**src/rtl/rrq_pkg.sv**
```systemverilog
package rrq_pkg;

  typedef enum logic {
    RRQ_WRITE = 1'b0,
    RRQ_READ  = 1'b1
  } rrq_kind_e;

  // Out of window or not aligned to a register word.
  function automatic logic rrq_bad_addr(input logic [31:0] addr,
                                        input logic [31:0] win_bytes,
                                        input logic [31:0] align_mask);
    return (addr >= win_bytes) || ((addr & align_mask) != 32'd0);
  endfunction

endpackage

```
**src/rtl/rrq_fifo.sv**
```systemverilog
module rrq_fifo #(
  parameter int W     = 46,
  parameter int DEPTH = 4,
  localparam int PW   = (DEPTH > 1) ? $clog2(DEPTH) : 1,
  localparam int CW   = $clog2(DEPTH + 1)
) (
  input  logic          clk,
  input  logic          rst_n,
  input  logic          ce,
  input  logic          push0,
  input  logic [W-1:0]  din0,
  input  logic          push1,
  input  logic [W-1:0]  din1,
  input  logic          pop,
  output logic [W-1:0]  dout,
  output logic          head_v,
  output logic [CW-1:0] cnt
);

  logic [W-1:0]  mem [DEPTH];
  logic [PW-1:0] rd_q, rd_d, wr_q, wr_d, wr_1;
  logic [CW-1:0] cnt_d;

  function automatic logic [PW-1:0] ptr_inc(input logic [PW-1:0] p);
    return (p == PW'(DEPTH - 1)) ? '0 : p + PW'(1);
  endfunction

  always_comb begin
    wr_1  = ptr_inc(wr_q);
    wr_d  = wr_q;
    rd_d  = rd_q;
    cnt_d = cnt;
    if (ce) begin
      if (push0 && push1) wr_d = ptr_inc(wr_1);
      else if (push0)     wr_d = wr_1;
      if (pop)            rd_d = ptr_inc(rd_q);
      cnt_d = cnt + CW'(push0) + CW'(push1) - CW'(pop);
    end
  end

  always_ff @(posedge clk or negedge rst_n) begin
    if (!rst_n) begin
      rd_q <= '0;
      wr_q <= '0;
      cnt  <= '0;
    end else if (ce) begin
      rd_q <= rd_d;
      wr_q <= wr_d;
      cnt  <= cnt_d;
    end
  end

  for (genvar i = 0; i < DEPTH; i++) begin : g_slot
    always_ff @(posedge clk) begin
      if (ce && push0 && (wr_q == PW'(i)))      mem[i] <= din0;
      else if (ce && push1 && (wr_1 == PW'(i))) mem[i] <= din1;
    end
  end

  assign dout   = mem[rd_q];
  assign head_v = (cnt != '0);

  AST_NO_OVERFLOW: assert property (@(posedge clk) disable iff (!rst_n)
    (ce && cnt == CW'(DEPTH) && !pop) |-> !push0);
  AST_NO_UNDERFLOW: assert property (@(posedge clk) disable iff (!rst_n)
    (ce && pop) |-> head_v);

endmodule

```
**src/rtl/rrq_accept.sv**
```systemverilog
module rrq_accept
  import rrq_pkg::*;
#(
  parameter int ADDR_W    = 8,
  parameter int DATA_W    = 32,
  parameter int DEPTH     = 4,
  parameter int WIN_BYTES = 64,
  localparam int BE_W     = DATA_W / 8,
  localparam int W        = 2 + BE_W + ADDR_W + DATA_W,
  localparam int CW       = $clog2(DEPTH + 1)
) (
  input  logic              clk,
  input  logic              rst_n,
  input  logic              ce,
  input  logic              awvalid,
  input  logic [ADDR_W-1:0] awaddr,
  input  logic              wvalid,
  input  logic [DATA_W-1:0] wdata,
  input  logic [BE_W-1:0]   wstrb,
  input  logic              arvalid,
  input  logic [ADDR_W-1:0] araddr,
  output logic              awready,
  output logic              wready,
  output logic              arready,
  input  logic [CW-1:0]     cnt,
  output logic              push0,
  output logic [W-1:0]      din0,
  output logic              push1,
  output logic [W-1:0]      din1
);

  localparam logic [31:0] ALIGN_MASK = 32'(BE_W - 1);

  logic [W-1:0] wr_ent, rd_ent, hb_q, hb_d;
  logic         hb_v, hb_v_d;
  logic         full, blocked, two_free, wr_go, rd_go;

  assign wr_ent = {RRQ_WRITE, rrq_bad_addr(32'(awaddr), 32'(WIN_BYTES), ALIGN_MASK),
                   wstrb, awaddr, wdata};
  assign rd_ent = {RRQ_READ, rrq_bad_addr(32'(araddr), 32'(WIN_BYTES), ALIGN_MASK),
                   {BE_W{1'b1}}, araddr, {DATA_W{1'b0}}};

  assign full     = (cnt == CW'(DEPTH));
  assign two_free = (CW'(DEPTH) - cnt) >= CW'(2);
  assign blocked  = !ce || full || hb_v;

  assign awready = !blocked && !(awvalid && !wvalid);
  assign wready  = !blocked && !(wvalid && !awvalid);
  assign arready = !blocked;

  assign wr_go = awvalid && wvalid && !blocked;
  assign rd_go = arvalid && !blocked;

  always_comb begin
    push0  = 1'b0;
    push1  = 1'b0;
    din0   = wr_ent;
    din1   = rd_ent;
    hb_d   = hb_q;
    hb_v_d = hb_v;
    if (ce && hb_v && !full) begin
      push0  = 1'b1;
      din0   = hb_q;
      hb_v_d = 1'b0;
    end else if (wr_go) begin
      push0 = 1'b1;
      if (rd_go) begin
        if (two_free) begin
          push1 = 1'b1;
        end else begin
          hb_d   = rd_ent;
          hb_v_d = 1'b1;
        end
      end
    end else if (rd_go) begin
      push0 = 1'b1;
      din0  = rd_ent;
    end
  end

  always_ff @(posedge clk or negedge rst_n) begin
    if (!rst_n)  hb_v <= 1'b0;
    else if (ce) hb_v <= hb_v_d;
  end

  always_ff @(posedge clk) begin
    if (ce) hb_q <= hb_d;
  end

  AST_STALL_FULL: assert property (@(posedge clk) disable iff (!rst_n)
    full |-> (!awready && !wready && !arready));
  AST_AW_ALONE: assert property (@(posedge clk) disable iff (!rst_n)
    (awvalid && !wvalid) |-> !awready);
  AST_W_ALONE: assert property (@(posedge clk) disable iff (!rst_n)
    (wvalid && !awvalid) |-> !wready);
  AST_HOLD_STALL: assert property (@(posedge clk) disable iff (!rst_n)
    hb_v |-> (!awready && !wready && !arready));
  AST_CE_IDLE: assert property (@(posedge clk) disable iff (!rst_n)
    !ce |-> (!push0 && !push1 && $stable(hb_v)));

endmodule

```
**src/rtl/rrq_credit.sv**
```systemverilog
module rrq_credit #(
  parameter int CRD_W = 3
) (
  input  logic             clk,
  input  logic             rst_n,
  input  logic             ce,
  input  logic             consume,
  input  logic             stored,
  input  logic [CRD_W-1:0] free_slots,
  output logic             ok
);

  logic [CRD_W-1:0] out_q, out_d;

  assign ok = (out_q < free_slots);

  always_comb begin
    out_d = out_q;
    if (ce) out_d = out_q + CRD_W'(consume) - CRD_W'(stored);
  end

  always_ff @(posedge clk or negedge rst_n) begin
    if (!rst_n)  out_q <= '0;
    else if (ce) out_q <= out_d;
  end

  AST_CREDIT_GATE: assert property (@(posedge clk) disable iff (!rst_n)
    (ce && consume) |-> ok);
  AST_STORE_MATCHED: assert property (@(posedge clk) disable iff (!rst_n)
    (ce && stored) |-> (out_q != '0));

endmodule

```
**src/rtl/reg_req_queue.sv**
```systemverilog
module reg_req_queue #(
  parameter int ADDR_W    = 8,
  parameter int DATA_W    = 32,
  parameter int DEPTH     = 4,
  parameter int WIN_BYTES = 64,
  parameter int CRD_W     = 3
) (
  input  logic                clk,
  input  logic                rst_n,
  input  logic                ce,
  input  logic                s_awvalid,
  output logic                s_awready,
  input  logic [ADDR_W-1:0]   s_awaddr,
  input  logic                s_wvalid,
  output logic                s_wready,
  input  logic [DATA_W-1:0]   s_wdata,
  input  logic [DATA_W/8-1:0] s_wstrb,
  input  logic                s_arvalid,
  output logic                s_arready,
  input  logic [ADDR_W-1:0]   s_araddr,
  output logic                rb_en,
  output logic                rb_rnw,
  output logic [DATA_W/8-1:0] rb_be,
  output logic [ADDR_W-1:0]   rb_addr,
  output logic [DATA_W-1:0]   rb_wdata,
  input  logic                rb_ack,
  input  logic [CRD_W-1:0]    rsp_free,
  input  logic                rsp_stored,
  output logic                rsp_err,
  output logic                rsp_rnw
);

  localparam int BE_W = DATA_W / 8;
  localparam int W    = 2 + BE_W + ADDR_W + DATA_W;
  localparam int CW   = $clog2(DEPTH + 1);

  logic          push0, push1, pop, head_v, credit_ok, head_err;
  logic [W-1:0]  din0, din1, head;
  logic [CW-1:0] cnt;

  rrq_accept #(.ADDR_W(ADDR_W), .DATA_W(DATA_W), .DEPTH(DEPTH), .WIN_BYTES(WIN_BYTES)) u_accept (
    .clk(clk), .rst_n(rst_n), .ce(ce),
    .awvalid(s_awvalid), .awaddr(s_awaddr), .wvalid(s_wvalid), .wdata(s_wdata),
    .wstrb(s_wstrb), .arvalid(s_arvalid), .araddr(s_araddr),
    .awready(s_awready), .wready(s_wready), .arready(s_arready),
    .cnt(cnt), .push0(push0), .din0(din0), .push1(push1), .din1(din1)
  );

  rrq_fifo #(.W(W), .DEPTH(DEPTH)) u_fifo (
    .clk(clk), .rst_n(rst_n), .ce(ce),
    .push0(push0), .din0(din0), .push1(push1), .din1(din1),
    .pop(pop), .dout(head), .head_v(head_v), .cnt(cnt)
  );

  rrq_credit #(.CRD_W(CRD_W)) u_credit (
    .clk(clk), .rst_n(rst_n), .ce(ce),
    .consume(pop), .stored(rsp_stored), .free_slots(rsp_free), .ok(credit_ok)
  );

  assign rb_rnw   = head[W-1];
  assign head_err = head[W-2];
  assign rb_be    = head[W-3 -: BE_W];
  assign rb_addr  = head[DATA_W +: ADDR_W];
  assign rb_wdata = head[DATA_W-1:0];
  assign rsp_rnw  = head[W-1];

  assign rb_en   = ce && head_v && credit_ok && !head_err;
  assign rsp_err = ce && head_v && credit_ok && head_err;
  assign pop     = rsp_err || (rb_en && rb_ack);

  AST_HEAD_HELD: assert property (@(posedge clk) disable iff (!rst_n)
    (rb_en && !rb_ack) |=> ($stable(rb_addr) && $stable(rb_wdata) && $stable(rb_rnw)));
  AST_ERR_EXCLUSIVE: assert property (@(posedge clk) disable iff (!rst_n)
    rsp_err |-> !rb_en);
  AST_CE_QUIET: assert property (@(posedge clk) disable iff (!rst_n)
    !ce |-> (!rb_en && !rsp_err && !s_arready));

endmodule

```
**config.mk**
```make
export PLATFORM = sky130hd
export DESIGN_NAME = reg_req_queue
export DESIGN_NICKNAME = d
export VERILOG_FILES = /design/src/rtl/rrq_pkg.sv /design/src/rtl/rrq_fifo.sv /design/src/rtl/rrq_accept.sv /design/src/rtl/rrq_credit.sv /design/src/rtl/reg_req_queue.sv
export SDC_FILE = /design/constraint.sdc
export NUM_CORES = 1
export LEC_CHECK = 0
export BUFFER_PORTS_ARGS = -buffer_cell sky130_fd_sc_hd__buf_2
export CAP_MARGIN = 20
export CELL_PAD_IN_SITES_DETAIL_PLACEMENT = 0
export CELL_PAD_IN_SITES_GLOBAL_PLACEMENT = 1
export CORE_MARGIN = 3
export CORE_UTILIZATION = 45
export CTS_BUF_LIST = sky130_fd_sc_hd__clkbuf_4
export DETAILED_ROUTE_END_ITERATION = 8
export GPL_ROUTABILITY_DRIVEN = 0
export MAX_ROUTING_LAYER = met4
export PLACE_DENSITY_LB_ADDON = 0.1
export SLEW_MARGIN = 20
export SYNTH_ARGS = -nofsm -noshare
export SYNTH_HDL_FRONTEND = slang
export SYNTH_SLANG_ARGS = --single-unit
export TNS_END_PERCENT = 100
```
**constraint.sdc**
```tcl
create_clock -name clk -period 4.7 [get_ports clk]
set_input_delay 0.94 -clock clk [delete_from_list [all_inputs] [get_ports clk]]
set_output_delay 0.94 -clock clk [all_outputs]
set_load 0.01 [all_outputs]
```
### Word-level counts from Yosys, hierarchy flattened

Memory sizes are Yosys's and may differ from the RTL's.
Cells that the tools add are included.

| word-level totals | value |
|---|---|
| register bits | 20 |
| bits in writable memories | 184 |
| input bits | 63 |
| output and inout bits | 51 |
| word-level logic and storage cells | 136 |
| memories | 1 |

| cells by class | value |
|---|---|
| add/sub/neg operators | 9 |
| $lt $le $gt $ge | 4 |
| equality and inequality tests | 9 |
| muxes and demuxes | 49 |
| bitwise operators | 6 |
| reductions and logical operators | 52 |

Memories:

| name | depth | bits a word | read ports | clocked after Yosys merged registers in | write ports | line | text |
|---|---|---|---|---|---|---|---|
| u_fifo.mem | 4 | 46 | 1 | 0 | 2 | rrq_fifo.sv:20 | `logic [W-1:0] mem [DEPTH];` |

Operators by type and width:

| operator | count |
|---|---|
| two-way mux 46 bit | 9 |
| OR reduction 46 bit | 2 |
| nonzero test 32 bit | 2 |
| two-way mux 1 bit | 33 |
| logical AND 1 bit | 25 |
| >= comparator 8 x 7 -> 1 bit, second input constant | 2 |
| two-way mux 2 bit | 7 |
| equality test 2 bit, second input constant | 5 |
| adder 3 x 1 -> 3 bit | 3 |
| zero test 1 bit | 8 |
| adder 2 x 1 -> 2 bit, second input constant | 3 |
| nonzero test 2 bit | 3 |
| subtractor 3 x 1 -> 3 bit | 2 |
| logical OR 1 bit | 5 |
| AND reduction 5 bit | 1 |
| equality test 2 x 1 -> 1 bit, second input constant | 2 |
| zero test 2 bit | 2 |
| bitwise OR 1 bit | 4 |
| AND reduction 2 bit | 2 |
| AND reduction 4 bit | 1 |
| equality test 3 bit, second input constant | 1 |
| >= comparator 3 x 2 -> 1 bit, second input constant | 1 |
| < comparator 3 bit | 1 |
| nonzero test 3 bit | 1 |
| other kinds (3) | 4 |

### Longest topological paths before layout

| logic depth | value |
|---|---|
| depth in word-level cells | 16 |
| mapped depth | 13 |

### Cells and area by module

From an unflattened synthesis, not the netlist that was laid out.

| unflattened totals | value |
|---|---|
| cell total of the unflattened synthesis | 690 |
| area total of the unflattened synthesis | 10991.8 µm² |

Modules (own cells, without submodules):

| module | times used | cells an instance | area an instance (µm²) |
|---|---|---|---|
| rrq_fifo | 1 | 504 | 9464.1 |
| rrq_accept | 1 | 159 | 1265.0 |
| rrq_credit | 1 | 23 | 225.2 |
| reg_req_queue | 1 | 4 | 37.5 |

### Worst setup path after synthesis

No wires, ideal clock.

| timing path | value |
|---|---|
| path kind | input to register |
| start | input port ce |
| end | memory u_fifo.mem[3][0] (enable) |
| library setup time | 0.513 ns |
| arrival | 4.568 ns |
| data required time | 4.187 ns |
| path slack | -0.382 ns |
| stages on the path | 4 |
| buffers on the path | 1 |
| path through | nor2b_1 > buf_2 > nand2_1 > o21ai_0 |

RTL lines:

| item | line | text |
|---|---|---|
| from (decl) | reg_req_queue.sv:10 | `input logic ce,` |
| to (decl) | rrq_fifo.sv:20 |  |

### Final worst setup path

| timing path | value |
|---|---|
| start | register u_fifo.rd_q[0] |
| end | output port rsp_rnw |

| on the way | value |
|---|---|
| cells in the longest elaborated chain, start to end | 1 |

Ends and longest elaborated chain:

| item | line | text |
|---|---|---|
| from (decl) | rrq_fifo.sv:21 | `logic [PW-1:0] rd_q, rd_d, wr_q, wr_d, wr_1;` |
| from (signal assigned) | rrq_fifo.sv:47 | `rd_q <= rd_d;` |
| memory (4 x 46 bit) | n/a |  |
| to (decl) | reg_req_queue.sv:30 | `output logic rsp_rnw` |

Every way passes these cells.

==> impl_results.md <==
* Clock skew at 0.0471 ns
* Clock tree from TritonCTS: built
* Seq/Total Area, Yosys at 61.3%
* Total number of H-tree levels at 2
* Number of I/O port buffers at 113
* Final hold violations at 0
* Final setup viols at 0
* CTS Root Buffer Type: sky130_fd_sc_hd__clkbuf_4
* Layout net count at 843
* Global routing met1 resource utilization at 23.9%
* Max Cap Violations at 0
* Maximum number of pins on one net before global-route repair at 48
* Power density cells at ~590 nW/µm²
* Number of top-level pins at between 100 and 150
* Final routed DRC violation total at 0
* Worst-Margin Slew at 1.05 ns
* Final critical delay including setup and external delays at 3.69 ns
* Sw frac at between 30% and 40%
* Tcrit/Tclk final at 78.5%
* Row Count at 51
* Area taken by flip-flops and latches at 5710 µm²
* Clock buffers created by TritonCTS at 53
* Met3 Use GR at 4.03%
* Startpoint kind of the worst setup timing path: flop
* All-layer global routing usage at about a fifth
* Net switching power at approximately 2100 µW
* Drt total wl at 20800 µm
* Post-synthesis instance area at 9290 µm²
* Outcome: finished clean
* Internal cell power at 4380 µW
* Vias per cell at 5.34
* Worst slew margin relative to its limit at 29.7%
* Register clock-pin slew on the reported worst setup and hold paths at 0.06 ns
* Height of the die at about 150 µm
* Fraction of layout instances using a drive strength above 1 at a little under two fifths
* Starting utilization of the core area at a little under half
* Critical path data arrival time at 2.75 ns
* Total Negative Setup Slacks at 0 ns
* Growth of design area from synthesis to finish at 17.8%
* Final count of pins violating max slew at 0
* Worst-case vdd ir drop at 304 µV
* Most used routing layer in global routing: met2
* Overflow left after global routing at 0
* Count of TritonRoute iterations in the first routing pass at 4
* Post-Layout Inst Area at 11000 µm²
* EDFF count, synth at 156
* Synth Instances at 616
* Maximum count of clock buffers along a single path at 3
* DPL Wire Length at 12800 µm
* Class of the most critical hold timing path: in -> async
* Via count of the first global-routing pass at 6167
* Worst Path Required at 3.76 ns
* Post-CTS Setup Inserts at 0
* Unrepaired setup endpoints after global routing: false
* Category of the most critical setup path: reg -> out
* Fraction of power consumed by the clock network at 23.6%
* Initial DRC Count at 306
* Area after detailed placement at 10200 µm²
* Vias after detailed routing at 5731
* Count of clock tree sinks at just over 200
* Synth Register Bits at 204
* Post-synthesis async set-or-reset flop share at 5.39%
* Clock latency on the worst-skew pair at 0.66 ns
* Multi-input gate area at 3420 µm²
* Logic pwr share at 36.2%
* Fill count at 1673
* Global-route wire length before repair at around 33000 µm
* Average size of a mapped cell at 15.1 µm²
* Cells resized by post-CTS repair at 0
* Initial antenna violation count at 2
* Warnings, synthesis at 0
* Reported leakage power at around 0.0042 µW
* Top achievable clock speed at between 0.2 and 0.3 GHz
* Met2 Resource Use GR at between 30% and 40%
* Net Count, Synth at 697
* Area enclosed by the die boundary at 22400 µm²
* Critical-path maximum fanout at 36
* Antenna violation net count after detailed routing at 0
* Wire length per cell at 19.4 µm
* Share of power burned in registers at ~40%
* Core ar. at just under 20000 µm²
* Post-synth cell types at 47
* Kind of capture point of the worst setup path: output port
* Count of cells along the worst register-to-register path at 11
* Predominant post-synthesis flop cell: sky130_fd_sc_hd__edfxtp_1
* Number of hold-repair buffers added at the cts stage at 0
* Die width at 150 µm
final cells by class:
cell class                      count  area share, %
Inverter                           23          0.788
Multi-Input combinational cell    352           31.2
Timing Repair Buffer              128           6.42
Clock buffer                       85           5.83
Sequential cell                   204           52.1
Tap cell                          265           3.03
Antenna cell                        2         0.0457
Clock inverter                     14          0.583
cell usage after synthesis, types with 2 or more instances:
cell type                  instances  share of area [%]
sky130_fd_sc_hd__nand2_1          14               0.57
sky130_fd_sc_hd__o21a_1            4               0.32
sky130_fd_sc_hd__inv_1            23               0.93
sky130_fd_sc_hd__o22a_1            4               0.38
sky130_fd_sc_hd__nor2_1           13               0.53
sky130_fd_sc_hd__nand3_1          11               0.59
sky130_fd_sc_hd__nor4_1            3               0.20
sky130_fd_sc_hd__nand2b_1         13               0.88
sky130_fd_sc_hd__mux2_2           25                3.0
sky130_fd_sc_hd__o21ai_0          14               0.75
sky130_fd_sc_hd__mux2i_1           5               0.54
sky130_fd_sc_hd__a21boi_0          2               0.16
sky130_fd_sc_hd__nand3_4           3               0.57
sky130_fd_sc_hd__buf_1             4               0.16
sky130_fd_sc_hd__a22o_1           40                3.8
sky130_fd_sc_hd__and3_1            3               0.20
sky130_fd_sc_hd__buf_4             2               0.16
sky130_fd_sc_hd__ha_1             15                2.0
sky130_fd_sc_hd__fa_1              3               0.65
sky130_fd_sc_hd__dfrtp_1          11                3.0
sky130_fd_sc_hd__dfxtp_1          37                8.0
sky130_fd_sc_hd__buf_2            10               0.54
sky130_fd_sc_hd__a31oi_1          10               0.67
sky130_fd_sc_hd__edfxtp_1        156                 50
sky130_fd_sc_hd__nor2b_1           3               0.20
sky130_fd_sc_hd__o211ai_1          3               0.24
sky130_fd_sc_hd__and2_1           97                6.5
sky130_fd_sc_hd__xnor2_1           4               0.38
sky130_fd_sc_hd__clkbuf_1         21               0.85
sky130_fd_sc_hd__mux4_2           46                 11
worst max-delay path, stage by stage, from the launching register on:
cell and delay [ns]:
sky130_fd_sc_hd__dfrtp_4 0.60, sky130_fd_sc_hd__buf_4 0.67, sky130_fd_sc_hd__mux4_2 0.64, sky130_fd_sc_hd__buf_2 0.18
power by group through the flow:
stage                     clock network, µW  registers [µW]  logic (µW)
after floorplan                           0            2570        1650
after global placement                    0            2630        2380
after detailed placement                  0            2650        2400
after CTS                              1580            2610        2410
after global routing                   1680            2650        2570
final                                  1530            2610        2350
state kept, by name (all words and copies together), names as in the netlist:
name / flops
u_fifo.wr_q: 2
u_fifo.rd_q: 2
u_fifo.mem: 184
u_accept.hb_v: 1
u_credit.out_q: 3
u_accept.hb_q: 9
u_fifo.cnt: 3
placed cells by master, fill, tap and decap left out, drive strengths merged, types with 3 or more instances in the layout:
cell type,Yosys,final
o21a,4,4
mux2i,5,5
buf,16,128
fa,3,3
nand3,14,14
nand2b,13,13
o211ai,3,3
xnor2,4,4
nand2,14,14
mux2,26,26
mux4,46,46
edfxtp,156,156
clkbuf,21,85
and2,97,97
a22o,40,40
o21ai,14,14
a31oi,11,11
nor2,13,13
nor2b,3,3
nor4,3,3
inv,23,25
dfxtp,37,37
dfrtp,11,11
ha,15,15
clkinv,0,11
and3,3,3
o22a,4,4
through the flow:
stage                     hold slack [ns]  setup WS, ns  cells  utilization [%]  total power [µW]
final                               0.186          1.01   1073             55.2              6490
after global routing                0.134         0.787   1073             55.2              6900
after CTS                           0.133         0.870   1071             55.2              6610
after detailed placement            0.458         0.949    972             51.6              5050
after global placement              0.456          1.02    972             51.6              5000
after floorplan                     0.435         0.862    616                -              4220
kinds of logic (layout without fill, tap and decap cells):
family                     after synthesis  in the layout  synth area share (%)
DFF                                    204            204                  61.3
and+or+nand+nor                        169            169                  11.2
AOI/OAI and AO/OA                       84             84                  6.97
muxes                                   77             77                  14.8
buffers and inverters                   60            250                  2.64
adders and majority gates               18             18                  2.67
xor gates and xnor gates                 4              4                 0.377
other                                    0              2                     0
routing by layer:
metal,wire length (µm),vias to the layer above,part of all wire (%)
met5,0,-,0
met4,345,0,1.7
met3,1130,34,5.4
met2,10600,151,51
met1,8730,2881,42
li1,-,2665,-
final timing paths:
kind | from | end | slack, ns
worst max-delay path | u_fifo.rd_q[0]$_DFFE_PN0P_ | rsp_rnw | 1.01
max in group asynchronous | rst_n | u_fifo.rd_q[0]$_DFFE_PN0P_ | 4.27
min in group clk | u_fifo.mem[2][16]$_SDFFE_PP0P_ | u_fifo.mem[2][16]$_SDFFE_PP0P_ | 0.47
worst max register to register | u_fifo.cnt[1]$_DFFE_PN0P_ | u_fifo.cnt[1]$_DFFE_PN0P_ | 1.17
worst min register to register | u_fifo.mem[2][16]$_SDFFE_PP0P_ | u_fifo.mem[2][16]$_SDFFE_PP0P_ | 0.47
worst min-delay path | rst_n | u_credit.out_q[2]$_DFFE_PN0P_ | 0.19
Note: power is estimated with default switching activity, not from simulation.
